File: config.mk
export PLATFORM = sky130hd
export DESIGN_NAME = poe_port_seq
export DESIGN_NICKNAME = d
export VERILOG_FILES = /design/src/rtl/poe_seq_pkg.sv /design/src/rtl/poe_seq_timer.sv /design/src/rtl/poe_ovld_timer.sv /design/src/rtl/poe_class_decode.sv /design/src/rtl/poe_seq_fsm.sv /design/src/rtl/poe_port_seq.sv
export SDC_FILE = /design/constraint.sdc
export NUM_CORES = 1
export LEC_CHECK = 0
export ABC_AREA = 0
export BUFFER_PORTS_ARGS = -buffer_cell sky130_fd_sc_hd__buf_2
export CORE_AREA = 2 2 83 85
export DETAILED_ROUTE_END_ITERATION = 8
export DIE_AREA = 0 0 85 87
export PLACE_DENSITY = 0.63
export SYNTH_ARGS = -nofsm -noshare
export SYNTH_HDL_FRONTEND = slang
export SYNTH_HIERARCHICAL = 1
export SYNTH_SLANG_ARGS = --single-unit
File: constraint.sdc
create_clock -name clk -period 6.4 [get_ports clk]
set_clock_uncertainty 0.2 [all_clocks]
set_input_delay 1.28 -clock clk [delete_from_list [all_inputs] [get_ports clk]]
set_output_delay 1.28 -clock clk [all_outputs]
set_load 0.005 [all_outputs]
File: src/rtl/poe_seq_pkg.sv
package poe_seq_pkg;

    typedef enum logic [2:0] {
        S_IDLE, S_DET, S_CLS, S_PWAIT, S_ON, S_FWAIT, S_BACKOFF, S_SHUT
    } seq_state_e;

    typedef enum logic [1:0] { PDC_0, PDC_1, PDC_2, PDC_3 } pd_class_e;

    typedef enum logic [1:0] {
        THR_HIGH = 2'd0,
        THR_LOW  = 2'd1,
        THR_MID  = 2'd2
    } ovld_thr_e;

    typedef enum logic [2:0] {
        FLT_NONE   = 3'd0,
        FLT_OVLD   = 3'd1,
        FLT_DISC   = 3'd2,
        FLT_SHUT   = 3'd3,
        FLT_BUDGET = 3'd4
    } fault_e;

    localparam logic [1:0] DET_VALID = 2'b01;
    localparam logic [1:0] DET_OPEN  = 2'b10;

    typedef struct packed {
        pd_class_e cls;
        ovld_thr_e thr;
    } pd_profile_t;

    function automatic ovld_thr_e pick_thr(pd_class_e c, logic enf);
        ovld_thr_e t;
        t = THR_HIGH;
        if (enf) begin
            case (c)
                PDC_1:   t = THR_LOW;
                PDC_2:   t = THR_MID;
                default: t = THR_HIGH;
            endcase
        end
        return t;
    endfunction

    function automatic logic [2:0] pm_for(pd_class_e c);
        return {1'b0, c} + 3'd1;
    endfunction

    function automatic int max2(int a, int b);
        return (a > b) ? a : b;
    endfunction

endpackage

File: src/rtl/poe_seq_timer.sv
module poe_seq_timer #(
    parameter int CW = 12
) (
    input  logic          clk,
    input  logic          rst,
    input  logic          clr,
    input  logic          tick,
    input  logic [CW-1:0] limit,
    output logic          done
);
    logic [CW-1:0] cnt;

    always_ff @(posedge clk) begin
        if (rst || clr)
            cnt <= '0;
        else if (tick)
            cnt <= cnt + CW'(1);
    end

    assign done = tick && (cnt == limit - CW'(1));
endmodule

File: src/rtl/poe_ovld_timer.sv
module poe_ovld_timer #(
    parameter int LIMIT = 62,
    parameter int CW    = $clog2(LIMIT + 1)
) (
    input  logic clk,
    input  logic rst,
    input  logic arm,
    input  logic flag,
    input  logic tick,
    output logic trip
);
    localparam logic [CW-1:0] LAST = CW'(LIMIT - 1);

    logic [CW-1:0] cnt;

    always_ff @(posedge clk) begin
        if (rst || !arm || !flag)
            cnt <= '0;
        else if (tick && cnt != LAST)
            cnt <= cnt + CW'(1);
    end

    assign trip = arm && flag && tick && (cnt == LAST);
endmodule

File: src/rtl/poe_class_decode.sv
module poe_class_decode
    import poe_seq_pkg::*;
#(
    parameter int MEAS_W = 7,
    parameter int B1     = 11,
    parameter int B2     = 27,
    parameter int B3     = 43
) (
    input  logic [MEAS_W-1:0] meas,
    output pd_class_e         cls
);
    localparam int NB = 3;
    localparam int BND [NB] = '{B1, B2, B3};

    logic [NB-1:0] above;

    for (genvar i = 0; i < NB; i++) begin : g_cmp
        assign above[i] = (meas >= MEAS_W'(BND[i]));
    end

    always_comb begin
        if (above[2])      cls = PDC_3;
        else if (above[1]) cls = PDC_2;
        else if (above[0]) cls = PDC_1;
        else               cls = PDC_0;
    end
endmodule

File: src/rtl/poe_seq_fsm.sv
module poe_seq_fsm
    import poe_seq_pkg::*;
#(
    parameter int CW        = 12,
    parameter int T_DET     = 290,
    parameter int T_CLS     = 37,
    parameter int T_PWAIT   = 108,
    parameter int T_BACKOFF = 3200,
    parameter int T_RESTART = 4000
) (
    input  logic          clk,
    input  logic          rst,
    input  logic [1:0]    det_res,
    input  pd_class_e     cls_dec,
    input  logic          tmr_done,
    input  logic          ovld_trip,
    input  logic          disc_req,
    input  logic          shutdown,
    input  logic          midspan,
    input  logic          enforce_cls,
    input  logic          budget_over,
    output logic          tmr_clr,
    output logic [CW-1:0] tmr_limit,
    output logic          ovld_arm,
    output logic          port_en,
    output logic          det_en,
    output logic          cls_en,
    output logic [1:0]    ovld_thr,
    output logic [2:0]    pm_code,
    output logic [2:0]    fault
);
    localparam logic [CW-1:0] L_DET  = CW'(T_DET);
    localparam logic [CW-1:0] L_CLS  = CW'(T_CLS);
    localparam logic [CW-1:0] L_PW   = CW'(T_PWAIT);
    localparam logic [CW-1:0] L_BO   = CW'(T_BACKOFF);
    localparam logic [CW-1:0] L_RST  = CW'(T_RESTART);

    seq_state_e  st, nxt;
    fault_e      flt, flt_n;
    pd_profile_t prof, prof_n;

    always_comb begin
        nxt    = st;
        flt_n  = flt;
        prof_n = prof;
        if (shutdown) begin
            nxt = S_SHUT;
            if (st != S_SHUT) flt_n = FLT_SHUT;
        end else begin
            case (st)
                S_IDLE: nxt = S_DET;
                S_DET: if (tmr_done) begin
                    if (det_res == DET_VALID)
                        nxt = S_CLS;
                    else if (det_res != DET_OPEN && midspan)
                        nxt = S_BACKOFF;
                    else
                        nxt = S_IDLE;
                end
                S_CLS: if (tmr_done) begin
                    prof_n.cls = cls_dec;
                    prof_n.thr = pick_thr(cls_dec, enforce_cls);
                    nxt        = S_PWAIT;
                end
                S_PWAIT: if (tmr_done) begin
                    if (budget_over) begin
                        nxt   = S_FWAIT;
                        flt_n = FLT_BUDGET;
                    end else begin
                        nxt = S_ON;
                    end
                end
                S_ON: begin
                    if (ovld_trip) begin
                        nxt   = S_FWAIT;
                        flt_n = FLT_OVLD;
                    end else if (disc_req) begin
                        nxt   = S_IDLE;
                        flt_n = FLT_DISC;
                    end
                end
                S_FWAIT, S_BACKOFF: if (tmr_done) nxt = S_DET;
                S_SHUT: nxt = S_FWAIT;
                default: nxt = S_IDLE;
            endcase
        end
        if (nxt == S_DET && st != S_DET) flt_n = FLT_NONE;
    end

    always_ff @(posedge clk) begin
        if (rst) begin
            st   <= S_IDLE;
            flt  <= FLT_NONE;
            prof <= '{cls: PDC_0, thr: THR_HIGH};
        end else begin
            st   <= nxt;
            flt  <= flt_n;
            prof <= prof_n;
        end
    end

    always_comb begin
        case (st)
            S_DET:     tmr_limit = L_DET;
            S_CLS:     tmr_limit = L_CLS;
            S_PWAIT:   tmr_limit = L_PW;
            S_BACKOFF: tmr_limit = L_BO;
            S_FWAIT:   tmr_limit = L_RST;
            default:   tmr_limit = '1;
        endcase
    end

    assign tmr_clr  = (nxt != st);
    assign ovld_arm = (st == S_ON);
    assign port_en  = (st == S_ON);
    assign det_en   = (st == S_DET);
    assign cls_en   = (st == S_CLS);
    assign ovld_thr = prof.thr;
    assign pm_code  = (st == S_ON) ? pm_for(prof.cls) : 3'd0;
    assign fault    = flt;
endmodule

File: src/rtl/poe_port_seq.sv
module poe_port_seq
    import poe_seq_pkg::*;
#(
    parameter int T_DET     = 290,
    parameter int T_CLS     = 37,
    parameter int T_PON     = 145,
    parameter int T_BACKOFF = 3200,
    parameter int T_RESTART = 4000,
    parameter int T_OVLD    = 62,
    parameter int MEAS_W    = 7,
    parameter int CLS_B1    = 11,
    parameter int CLS_B2    = 27,
    parameter int CLS_B3    = 43
) (
    input  logic              clk,
    input  logic              rst,
    input  logic              tick,
    input  logic [1:0]        det_res,
    input  logic [MEAS_W-1:0] cls_meas,
    input  logic              ovld_flag,
    input  logic              disc_req,
    input  logic              shutdown,
    input  logic              midspan,
    input  logic              enforce_cls,
    input  logic              budget_over,
    output logic              port_en,
    output logic              det_en,
    output logic              cls_en,
    output logic [1:0]        ovld_thr,
    output logic [2:0]        pm_code,
    output logic [2:0]        fault
);
    localparam int T_PWAIT = T_PON - T_CLS;
    localparam int TMAX    = max2(max2(max2(T_DET, T_CLS), max2(T_PWAIT, T_BACKOFF)), T_RESTART);
    localparam int CW      = $clog2(TMAX + 1);

    logic          tmr_clr, tmr_done, ovld_arm, ovld_trip;
    logic [CW-1:0] tmr_limit;
    pd_class_e     cls_dec;

    poe_seq_timer #(.CW(CW)) u_timer (
        .clk(clk), .rst(rst), .clr(tmr_clr), .tick(tick),
        .limit(tmr_limit), .done(tmr_done)
    );

    poe_ovld_timer #(.LIMIT(T_OVLD)) u_ovld (
        .clk(clk), .rst(rst), .arm(ovld_arm), .flag(ovld_flag),
        .tick(tick), .trip(ovld_trip)
    );

    poe_class_decode #(.MEAS_W(MEAS_W), .B1(CLS_B1), .B2(CLS_B2), .B3(CLS_B3)) u_cls (
        .meas(cls_meas), .cls(cls_dec)
    );

    poe_seq_fsm #(
        .CW(CW), .T_DET(T_DET), .T_CLS(T_CLS), .T_PWAIT(T_PWAIT),
        .T_BACKOFF(T_BACKOFF), .T_RESTART(T_RESTART)
    ) u_fsm (
        .clk(clk), .rst(rst), .det_res(det_res), .cls_dec(cls_dec),
        .tmr_done(tmr_done), .ovld_trip(ovld_trip), .disc_req(disc_req),
        .shutdown(shutdown), .midspan(midspan), .enforce_cls(enforce_cls),
        .budget_over(budget_over), .tmr_clr(tmr_clr), .tmr_limit(tmr_limit),
        .ovld_arm(ovld_arm), .port_en(port_en), .det_en(det_en),
        .cls_en(cls_en), .ovld_thr(ovld_thr), .pm_code(pm_code), .fault(fault)
    );
endmodule

After elaboration in Yosys (flattened, before gate mapping) --
Cells that the tools add are included.
Word-level totals: flip-flop bits (word level) 28, bits of input ports 18, output and inout bits 11, logic and storage cells 79
Cells by class: $add $sub $neg 4, order comparisons 3, eq/ne operators 22, multiplexer cells 25, bitwise logic cells 1, reductions and logical operators 18
Operators with widths (count):
- one-hot mux 12 bit (5 select lines) | 1
- 2-to-1 mux 3 bit | 16
- one-hot mux 3 bit (7 select lines) | 1
- adder 12 x 1 -> 12 bit (second input constant) | 1
- equality test 12 bit | 1
- equality test 3 bit (second input constant) | 4
- subtractor 12 x 1 -> 12 bit (second input constant) | 1
- != test 3 bit (second input constant) | 3
- >= comparator 7 x 4 -> 1 bit (second input constant) | 1
- >= comparator 7 x 5 -> 1 bit (second input constant) | 1
- >= comparator 7 x 6 -> 1 bit (second input constant) | 1
- logical AND 1 bit | 7
- adder 6 x 1 -> 6 bit (second input constant) | 1
- equality test 3 x 1 -> 1 bit (second input constant) | 2
- equality test 3 x 2 -> 1 bit (second input constant) | 2
- equality test 6 bit (second input constant) | 1
- 2-to-1 mux 2 bit | 3
- != test 6 bit (second input constant) | 1
- one-hot mux 3 bit (2 select lines) | 1
- AND reduction 5 bit | 1
- equality test 2 x 1 -> 1 bit (second input constant) | 2
- != test 4 bit (second input constant) | 1
- one-hot mux 2 bit (2 select lines) | 1
- OR reduction 2 bit | 2
- other kinds (13) | 17

Depth between registers and ports, before layout --
Gate-level depths: netlist of run 1.
depth in word-level cells 11, depth in mapped cells 20

Hierarchy --
The synthesis of run 1 kept the hierarchy.
By module, submodules not included:
- poe_seq_timer | times used 1, cells each 112, area each 909.6 um2, sequential area each 240.2 um2
- poe_seq_fsm | times used 1, cells each 120, area each 902.1 um2, sequential area each 200.2 um2
- poe_ovld_timer | times used 1, cells each 35, area each 339.1 um2, sequential area each 120.1 um2
- poe_class_decode | times used 1, cells each 6, area each 45.0 um2, sequential area each 0.0 um2

Worst setup path before layout of run 1 --
Ideal clock, no wire load.
kind flip-flop to flip-flop, start point register u_fsm.st[1], end point register u_timer.cnt[0], setup time 128 ps, arrival 4438 ps, data required time 6072 ps, path slack 1634 ps, cell stages (with the launch flop) 21, buffers on the path 4, cells stage by stage dfxtp_1 > buf_2 > nor2_1 > a21o_1 > or2_2 > inv_1 > ha_1 > nand2b_1 > clkbuf_1 > o31a_1 > or3_1 > or4b_1 > nor4b_2 > buf_4 > nand3b_2 > o311a_1 > mux2_2 > o211ai_1 > or2_2 > clkbuf_1 > nor2_1
On the way: cells in the longest elaborated chain, start to end 10
RTL lines:
- start, declared | line poe_seq_fsm.sv:38 | seq_state_e st, nxt;
- start signal, assigned | line poe_seq_fsm.sv:96 | st <= nxt;
- equality test 3 bit, or another cell as far along | line poe_seq_fsm.sv:103 | case (st)
- one-hot mux 12 bit (5 select lines) * | line poe_seq_fsm.sv:103
- via tmr_limit[4] | line poe_port_seq.sv:38 | logic [CW-1:0] tmr_limit;
- subtractor 12 x 1 -> 12 bit * | line poe_seq_timer.sv:20 | assign done = tick && (cnt == limit - CW'(1));
- equality test 12 bit * | line poe_seq_timer.sv:20
- logical AND 1 bit * | line poe_seq_timer.sv:20
- via tmr_done | line poe_port_seq.sv:37 | logic tmr_clr, tmr_done, ovld_arm, ovld_trip;
- 2-to-1 mux 3 bit (on tied branches)
- one-hot mux 3 bit (7 select lines) * | line poe_seq_fsm.sv:50 | case (st)
- 2-to-1 mux 3 bit * | line poe_seq_fsm.sv:46 | if (shutdown) begin
- != test 3 bit * | line poe_seq_fsm.sv:113 | assign tmr_clr = (nxt != st);
- via tmr_clr | line poe_port_seq.sv:37
- logical OR 1 bit * | line poe_seq_timer.sv:14 | if (rst || clr)
- end signal, assigned | line poe_seq_timer.sv:17 | cnt <= cnt + CW'(1);
- end, declared | line poe_seq_timer.sv:11 | logic [CW-1:0] cnt;
Mark *: on every way through the listed nets, which the timed path passes. The rest lies on a longest branch. A chain may end at the register's enable or synchronous reset.

Worst setup path in the final report of run 1 --
start point register u_fsm.st[1], end point register u_timer.cnt[5]
Same word-level chain as after synthesis.

==> results of run 1 <==
area by class of cell:
type	count	share of cell area [%]
Multi-Input combinational cell	215	61.5
Clock buffer	3	1.72
Sequential cell	28	23.3
Clock inverter	1	1.25
Timing Repair Buffer	29	6.15
Tap cell	80	4.17
Inverter	12	1.88
layer usage:
layer	GRT usage, %	vias to the layer above
li1	-	1017
met1	16.0	913
met2	21.9	37
met3	2.94	4
met4	3.03	0
met5	0	-
logic make-up after synthesis:
| family | after synthesis |
|---|---|
| xor+xnor | 26 |
| buf+inv | 30 |
| simple gates | 112 |
| flops | 28 |
| compound gates | 68 |
| mux | 4 |
| fa+ha+maj | 5 |
flip-flops by register name (all words and copies together), names as in the netlist:
signal and cells:
u_fsm/prof 2, u_ovld/cnt 6, u_fsm/st 3, u_timer/cnt 12, u_fsm/fault 3, u_fsm/ovld_thr 2
stage by stage:
stage	hold slack, ns	instance area, µm²	setup WS, ns
floorplan	0.232	2200	1.63
global placement	0.239	2330	1.26
detailed placement	0.250	2330	1.08
CTS	0.265	2400	1.03
global route	0.288	2400	0.656
finish	0.259	2400	1.01
how the worst max path moves through the flow:
stage,start,depth (start not counted),slack (ns),end
after global routing,u_fsm/st[1]$_SDFF_PP0_,17,0.66,u_timer/cnt[5]$_SDFFE_PP0P_
after floorplan,u_fsm/st[1]$_SDFF_PP0_,20,1.63,u_timer/cnt[0]$_SDFFE_PP0P_
after global placement,u_fsm/st[1]$_SDFF_PP0_,17,1.26,u_timer/cnt[5]$_SDFFE_PP0P_
after CTS,u_fsm/st[1]$_SDFF_PP0_,17,1.03,u_timer/cnt[5]$_SDFFE_PP0P_
final,u_fsm/st[1]$_SDFF_PP0_,17,1.01,u_timer/cnt[5]$_SDFFE_PP0P_
after detailed placement,u_fsm/st[1]$_SDFF_PP0_,17,1.08,u_timer/cnt[5]$_SDFFE_PP0P_
synthesized netlist by cell type, drive strengths merged, types with 3 or more instances:
cell type	instances
nand4	7
o21bai	3
xor2	13
nor4	3
a31oi	6
a21oi	18
nor2	24
inv	12
nor3	10
nor3b	3
nand3b	3
o211ai	3
buf	13
nand2b	4
ha	5
a21o	4
or3	7
a211oi	5
xnor2	13
and4	3
dfxtp	28
clkbuf	5
nor2b	6
o21ai	8
nand2	23
nand3	7
and2	4
power breakdown:
group	switching, W	internal (W)	total (W)
Clock	0.0000590	0.0000838	0.000143
Sequential	0.0000101	0.000177	0.000188
Combinational	0.0000483	0.0000374	0.0000857
Total	0.000117	0.000299	0.000416
worst min-delay path: cells and delay by family, from the launching register on:
kind | cells | cell delay, ns
flops | 1 | 0.32
compound gates | 1 | 0.05
simple gates | 1 | 0.05
==> out/metrics.yaml, run 1 <==
min_path:
  whs_endpoint: "u_fsm/ovld_thr[0]$_SDFFE_PP0P_"
  hp-class: "reg2reg"
  holdCritStartpoint: "u_fsm/ovld_thr[0]$_SDFFE_PP0P_"
  hold_path_depth: 2
critical_path:
  crit_required_ns: 6.41
  crit_type: "reg2reg"
  cpMostUsedCell: "or2_2"
  worstPathArrival_ns: 5.41
  ff2ff_setup_slack_ns: 1.01
  timing.rr.start: "u_fsm/st[1]$_SDFF_PP0_"
  slowest_delay_ns: 0.84
  cp_slowest_cell: "dfxtp_1"
  rr_endpoint: "u_timer/cnt[5]$_SDFFE_PP0P_"
  cp_num_buf_inv: 2
  cp_top_family: "simple AND/OR/NAND/NOR gates"
  crit_chain: "nor2_1 -> a21o_1 -> or2_2 -> inv_1 -> ha_1 -> nand2b_1 -> o31a_1 -> or3_1 -> or4b_1 -> nor4b_2 -> buf_4 -> nand3b_2 -> o311a_1 -> mux2_2 -> o211ai_1 -> or2_2 -> a21oi_1"
  critPathLaunchType: "flip-flop"
  reg2reg_depth: 17
  worst-path-max-fanout: 25
  end_kind: "flip-flop"
synthesis:
  yosys.area_share.xor_xnor_pct: 10.4
  syn_avg_cell_area_um2: 8.04
  synthDistinctLibCells: 66
  synth_top_cell_area_share_pct: 25.5
  synthArstFlopShare_pct: 0
  synth_edf_count: 0
  synth_top_family_by_area: "simple AND/OR/NAND/NOR gates"
  ys_seq_area_share_pct: 25.5
  synth_warnings: 6
  synth.mux.area_fraction_pct: 1.94
  synthAdderAreaFrac_pct: 2.85
  yosysTopAreaCell: "dfxtp_1"
  synth.area.top_cells: "dfxtp_1 (26%), xnor2_1 (5.2%), xor2_1 (5.2%), nor2_1 (4.1%), nand2_1 (3.9%)"
  syn_inst: 273
  ys_ff_latch: 28
  synth_flop_cell: "dfxtp_1"
  synth-compound-area-share_pct: 23.0
  syn_area_mm2: 0.00220
  yosys.area_share.simple_pct: 29.1
  syn_nets: 296
routing:
  wirelength_mm: 4.72
  postRouteAntennaNets: 0
  route.met3.wl_um: 197
  detail_route.first_pass.iterations: 4
  wl_met2_mm: 2.19
  dr.max_layer_used: "met4"
  via_count: 1971
  routedWlPerCell_um: 12.8
  viasPerCell: 5.36
  drc: 0
  m1WireLength_mm: 2.30
  drt-initial-drc-count: 122
floorplan:
  die_area_mm2: 0.00740
  start_util_pct: 33.4
  ios: 29
  core_area_mm2: 0.00657
  dieWidth_um: 85
  rows: 30
  die_h_um: 87
sta:
  drv_slew: 0
  timing_hold_violations_final: 0
  period_needed_ns: 5.39
  fin_tns_setup_ns: 0
  max_freq_mhz: 186
  slew-limit-headroom_pct: 48.0
  worst_slew_pin_slew_ns: 0.779
  fin_crit_sh_pct: 84.2
  setup_viol: 0
  rsz0062_at_grt: "no"
clock_tree:
  cts.repair.resized: 0
  ctsRootBufferMaster: "clkbuf_8"
  path_clk_slew_ns: 0.10
  clkLatencyLatePin_ns: 0.28
  cts_setup_buffers: 0
  cts_sinks: 28
  cts_hold_buf: 0
  cts_tree: "done"
  h-tree-depth: 1
  clockBufferDepth: 2
  numCtsBuffers: 3
layout:
  drive_gt1_share_pct: 17.0
  nFillCells: 678
  synthToLayoutAreaGrowth_pct: 9.34
  multiInputGateArea_mm2: 0.00148
  fin_util_pct: 36.6
  seq_area_um2: 561
  fin_cells: 368
  diodes: 0
  final_cell_mix: "buf_2 (28), dfxtp_1 (28), nor2_1 (24)"
  final_nets: 312
grt:
  grt_pass1_wl_mm: 7.76
  gr-usage-all-layers_pct: 12.7
  grt_overflow: 0
  antenna_found_initial: 0
  grt_start_max_net_pins: 26
  grt_pass1_vias: 1696
status:
  outcome: "complete, no violations"
placed_design:
  portBuffers: 28
  place_inst: 364
  place.gp.congestion: 0.791
  post-dp-hpwl_mm: 3.64
power_and_ir_drop:
  total_power_w: 0.000416
  ir_worst_vdd_mv: 0.0798
  leakage_nw: 0.892
  power.density_mw_per_mm2: 173
run:
  drv_cap: 0
Note: power is estimated with default switching activity, not from simulation.
==> run 2, diff against run 1 <==
--- a/config.mk
+++ b/config.mk
@@ -10,7 +10,7 @@
 export CORE_AREA = 2 2 83 85
 export DETAILED_ROUTE_END_ITERATION = 8
 export DIE_AREA = 0 0 85 87
-export PLACE_DENSITY = 0.63
+export PLACE_DENSITY = 0.64
 export SYNTH_ARGS = -nofsm -noshare
 export SYNTH_HDL_FRONTEND = slang
 export SYNTH_HIERARCHICAL = 1
==> constraint.sdc (replaced) <==
create_clock -name clk -period 4.8 [get_ports clk]
set_clock_uncertainty 0.2 [all_clocks]
set_input_delay 0.96 -clock clk [delete_from_list [all_inputs] [get_ports clk]]
set_output_delay 0.96 -clock clk [all_outputs]
set_load 0.005 [all_outputs]
==> out/metrics.yaml, run 2 (synthesis results as in run 1) <==
power_and_ir_drop:
  ir_worst_vdd_mv: 0.101
  leakage_nw: 0.945
  power.density_mw_per_mm2: 229
critical_path:
  reg2reg_depth: 16
  ff2ff_setup_slack_ns: 0.31
  critPathLaunchType: "flip-flop"
  end_kind: "flip-flop"
  slowest_delay_ns: 0.55
  cp_slowest_cell: "or4b_1"
  crit_chain: "and2_1 -> a21o_1 -> or2_2 -> inv_1 -> ha_1 -> nand2b_1 -> o31a_1 -> or3_1 -> or4b_1 -> nor4b_4 -> nand3b_2 -> o311a_1 -> mux2_2 -> o211ai_1 -> or2_4 -> nor2_1"
  cp_top_family: "simple AND/OR/NAND/NOR gates"
  crit_type: "reg2reg"
  timing.rr.start: "u_fsm/st[1]$_SDFF_PP0_"
  crit_required_ns: 4.78
  rr_endpoint: "u_timer/cnt[1]$_SDFFE_PP0P_"
  cp_num_buf_inv: 1
  worstPathArrival_ns: 4.47
  worst-path-max-fanout: 12
status:
  outcome: "complete, no violations"
layout:
  final_nets: 322
  largest_reg_flops: 12
  fin_util_pct: 37.9
  diodes: 0
  drive_gt1_share_pct: 20.1
  final_cell_mix: "buf_2 (28), dfxtp_1 (27), nor2_1 (24)"
  final_common_cell: "buf_2"
  nFillCells: 649
  top_regs: "u_timer/cnt (12), u_ovld/cnt (6)"
  final_area_mm2: 0.00249
  largest_register: "u_timer/cnt"
  synthToLayoutAreaGrowth_pct: 13.3
clock_tree:
  cts.repair.resized: 0
  cts_sinks: 28
  cts_tree: "done"
  cts_setup_buffers: 0
  h-tree-depth: 1
  ctsRootBufferMaster: "clkbuf_8"
  path_clk_slew_ns: 0.11
  clockBufferDepth: 2
  numCtsBuffers: 3
  clkLatencyLatePin_ns: 0.28
  cts_hold_buf: 0
sta:
  worst_slew_pin_slew_ns: 0.467
  drv_slew: 0
  fin_crit_sh_pct: 93.5
  max_freq_mhz: 223
  setup_viol: 0
  fin_tns_setup_ns: 0
  period_needed_ns: 4.49
  slew-limit-headroom_pct: 68.8
  holdWs_ns: 0.256
  timing_hold_violations_final: 0
  rsz0062_at_grt: "no"
run:
  drv_cap: 0
floorplan:
  die_area_mm2: 0.00740
  rows: 30
  core_area_mm2: 0.00657
  start_util_pct: 33.4
  dieWidth_um: 85
  die_h_um: 87
  ios: 29
grt:
  gr-usage-all-layers_pct: 13.3
  antenna_found_initial: 0
  grt_pass1_vias: 1800
  grt_overflow: 0
  grt_start_max_net_pins: 19
  grt_pass1_wl_mm: 8.14
routing:
  detail_route.first_pass.iterations: 4
  viasPerCell: 5.35
  routedWlPerCell_um: 13.0
  drt-initial-drc-count: 120
  via_count: 2023
  drc: 0
  wirelength_mm: 4.92
  postRouteAntennaNets: 0
min_path:
  hold_path_depth: 2
  holdCritStartpoint: "u_fsm/ovld_thr[0]$_SDFFE_PP0P_"
  hp-class: "reg2reg"
  whs_endpoint: "u_fsm/ovld_thr[0]$_SDFFE_PP0P_"
placed_design:
  post-dp-hpwl_mm: 3.86
  portBuffers: 28
  place.gp.congestion: 0.817
  dpl-instance-area_mm2: 0.00240
==> run 2: changes by cell type in the layout (fill, tap and decap cells not counted), sizes merged <==
cell / previous run / this run
buf: 29 / 39
==> run 2: worst reg2reg max path, cell delays in order (launching register included) <==
cell	delay, ns
dfxtp_1	0.39
and2_1	0.23
a21o_1	0.20
or2_2	0.32
inv_1	0.08
ha_1	0.23
nand2b_1	0.10
o31a_1	0.23
or3_1	0.34
or4b_1	0.55
nor4b_4	0.26
nand3b_2	0.13
o311a_1	0.38
mux2_2	0.28
o211ai_1	0.16
or2_4	0.23
nor2_1	0.07
==> run 2: worst max path at each step <==
stage	end	cells past startpoint	slack, ns	startpoint
2_1_floorplan	u_timer/cnt[0]$_SDFFE_PP0P_	20	0.03	u_fsm/st[1]$_SDFF_PP0_
3_3_place_gp	u_timer/cnt[9]$_SDFFE_PP0P_	14	0.31	u_fsm/st[0]$_SDFF_PP0_
3_5_place_dp	u_timer/cnt[5]$_SDFFE_PP0P_	16	0.20	u_fsm/st[0]$_SDFF_PP0_
4_1_cts	u_timer/cnt[5]$_SDFFE_PP0P_	16	0.14	u_fsm/st[0]$_SDFF_PP0_
5_1_grt	u_timer/cnt[5]$_SDFFE_PP0P_	17	0.02	u_fsm/st[1]$_SDFF_PP0_
6_report	u_timer/cnt[1]$_SDFFE_PP0P_	16	0.31	u_fsm/st[1]$_SDFF_PP0_
==> run 2: metrics by stage <==
stage | power, W | setup WS [ns] | cells
floorplan | 0.000346 | 0.0339 | 273
detailed placement | 0.000380 | 0.204 | 374
CTS | 0.000574 | 0.143 | 378
global route | 0.000600 | 0.0218 | 378
finish | 0.000571 | 0.310 | 378
global placement | 0.000380 | 0.311 | 374
==> run 2: per-layer routing <==
metal	vias to the layer above	global-route usage, %	routed length, µm
met5	-	0	0
met3	6	2.56	180
met2	37	22.4	2330
met4	0	4.33	46
met1	938	17.1	2360
li1	1042	-	-
==> run 2: power by group <==
part	internal, W	total (W)	switching [W]	leakage [nW]
Combinational	0.0000589	0.000134	0.0000752	0.682
Clock	0.000112	0.000193	0.0000813	0.0357
Sequential	0.000237	0.000243	0.00000643	0.227
==> run 2: cell type report <==
type / instances / area, µm² / share of cell area [%]
multi-input combinational: 215 / 1490 / 59.8
sequential: 28 / 562 / 22.6
timing repair buffer: 39 / 223 / 8.95
tap: 80 / 100 / 4.02
inverter: 12 / 45.0 / 1.81
clock buffer: 3 / 41.3 / 1.66
clock inverter: 1 / 30.0 / 1.21
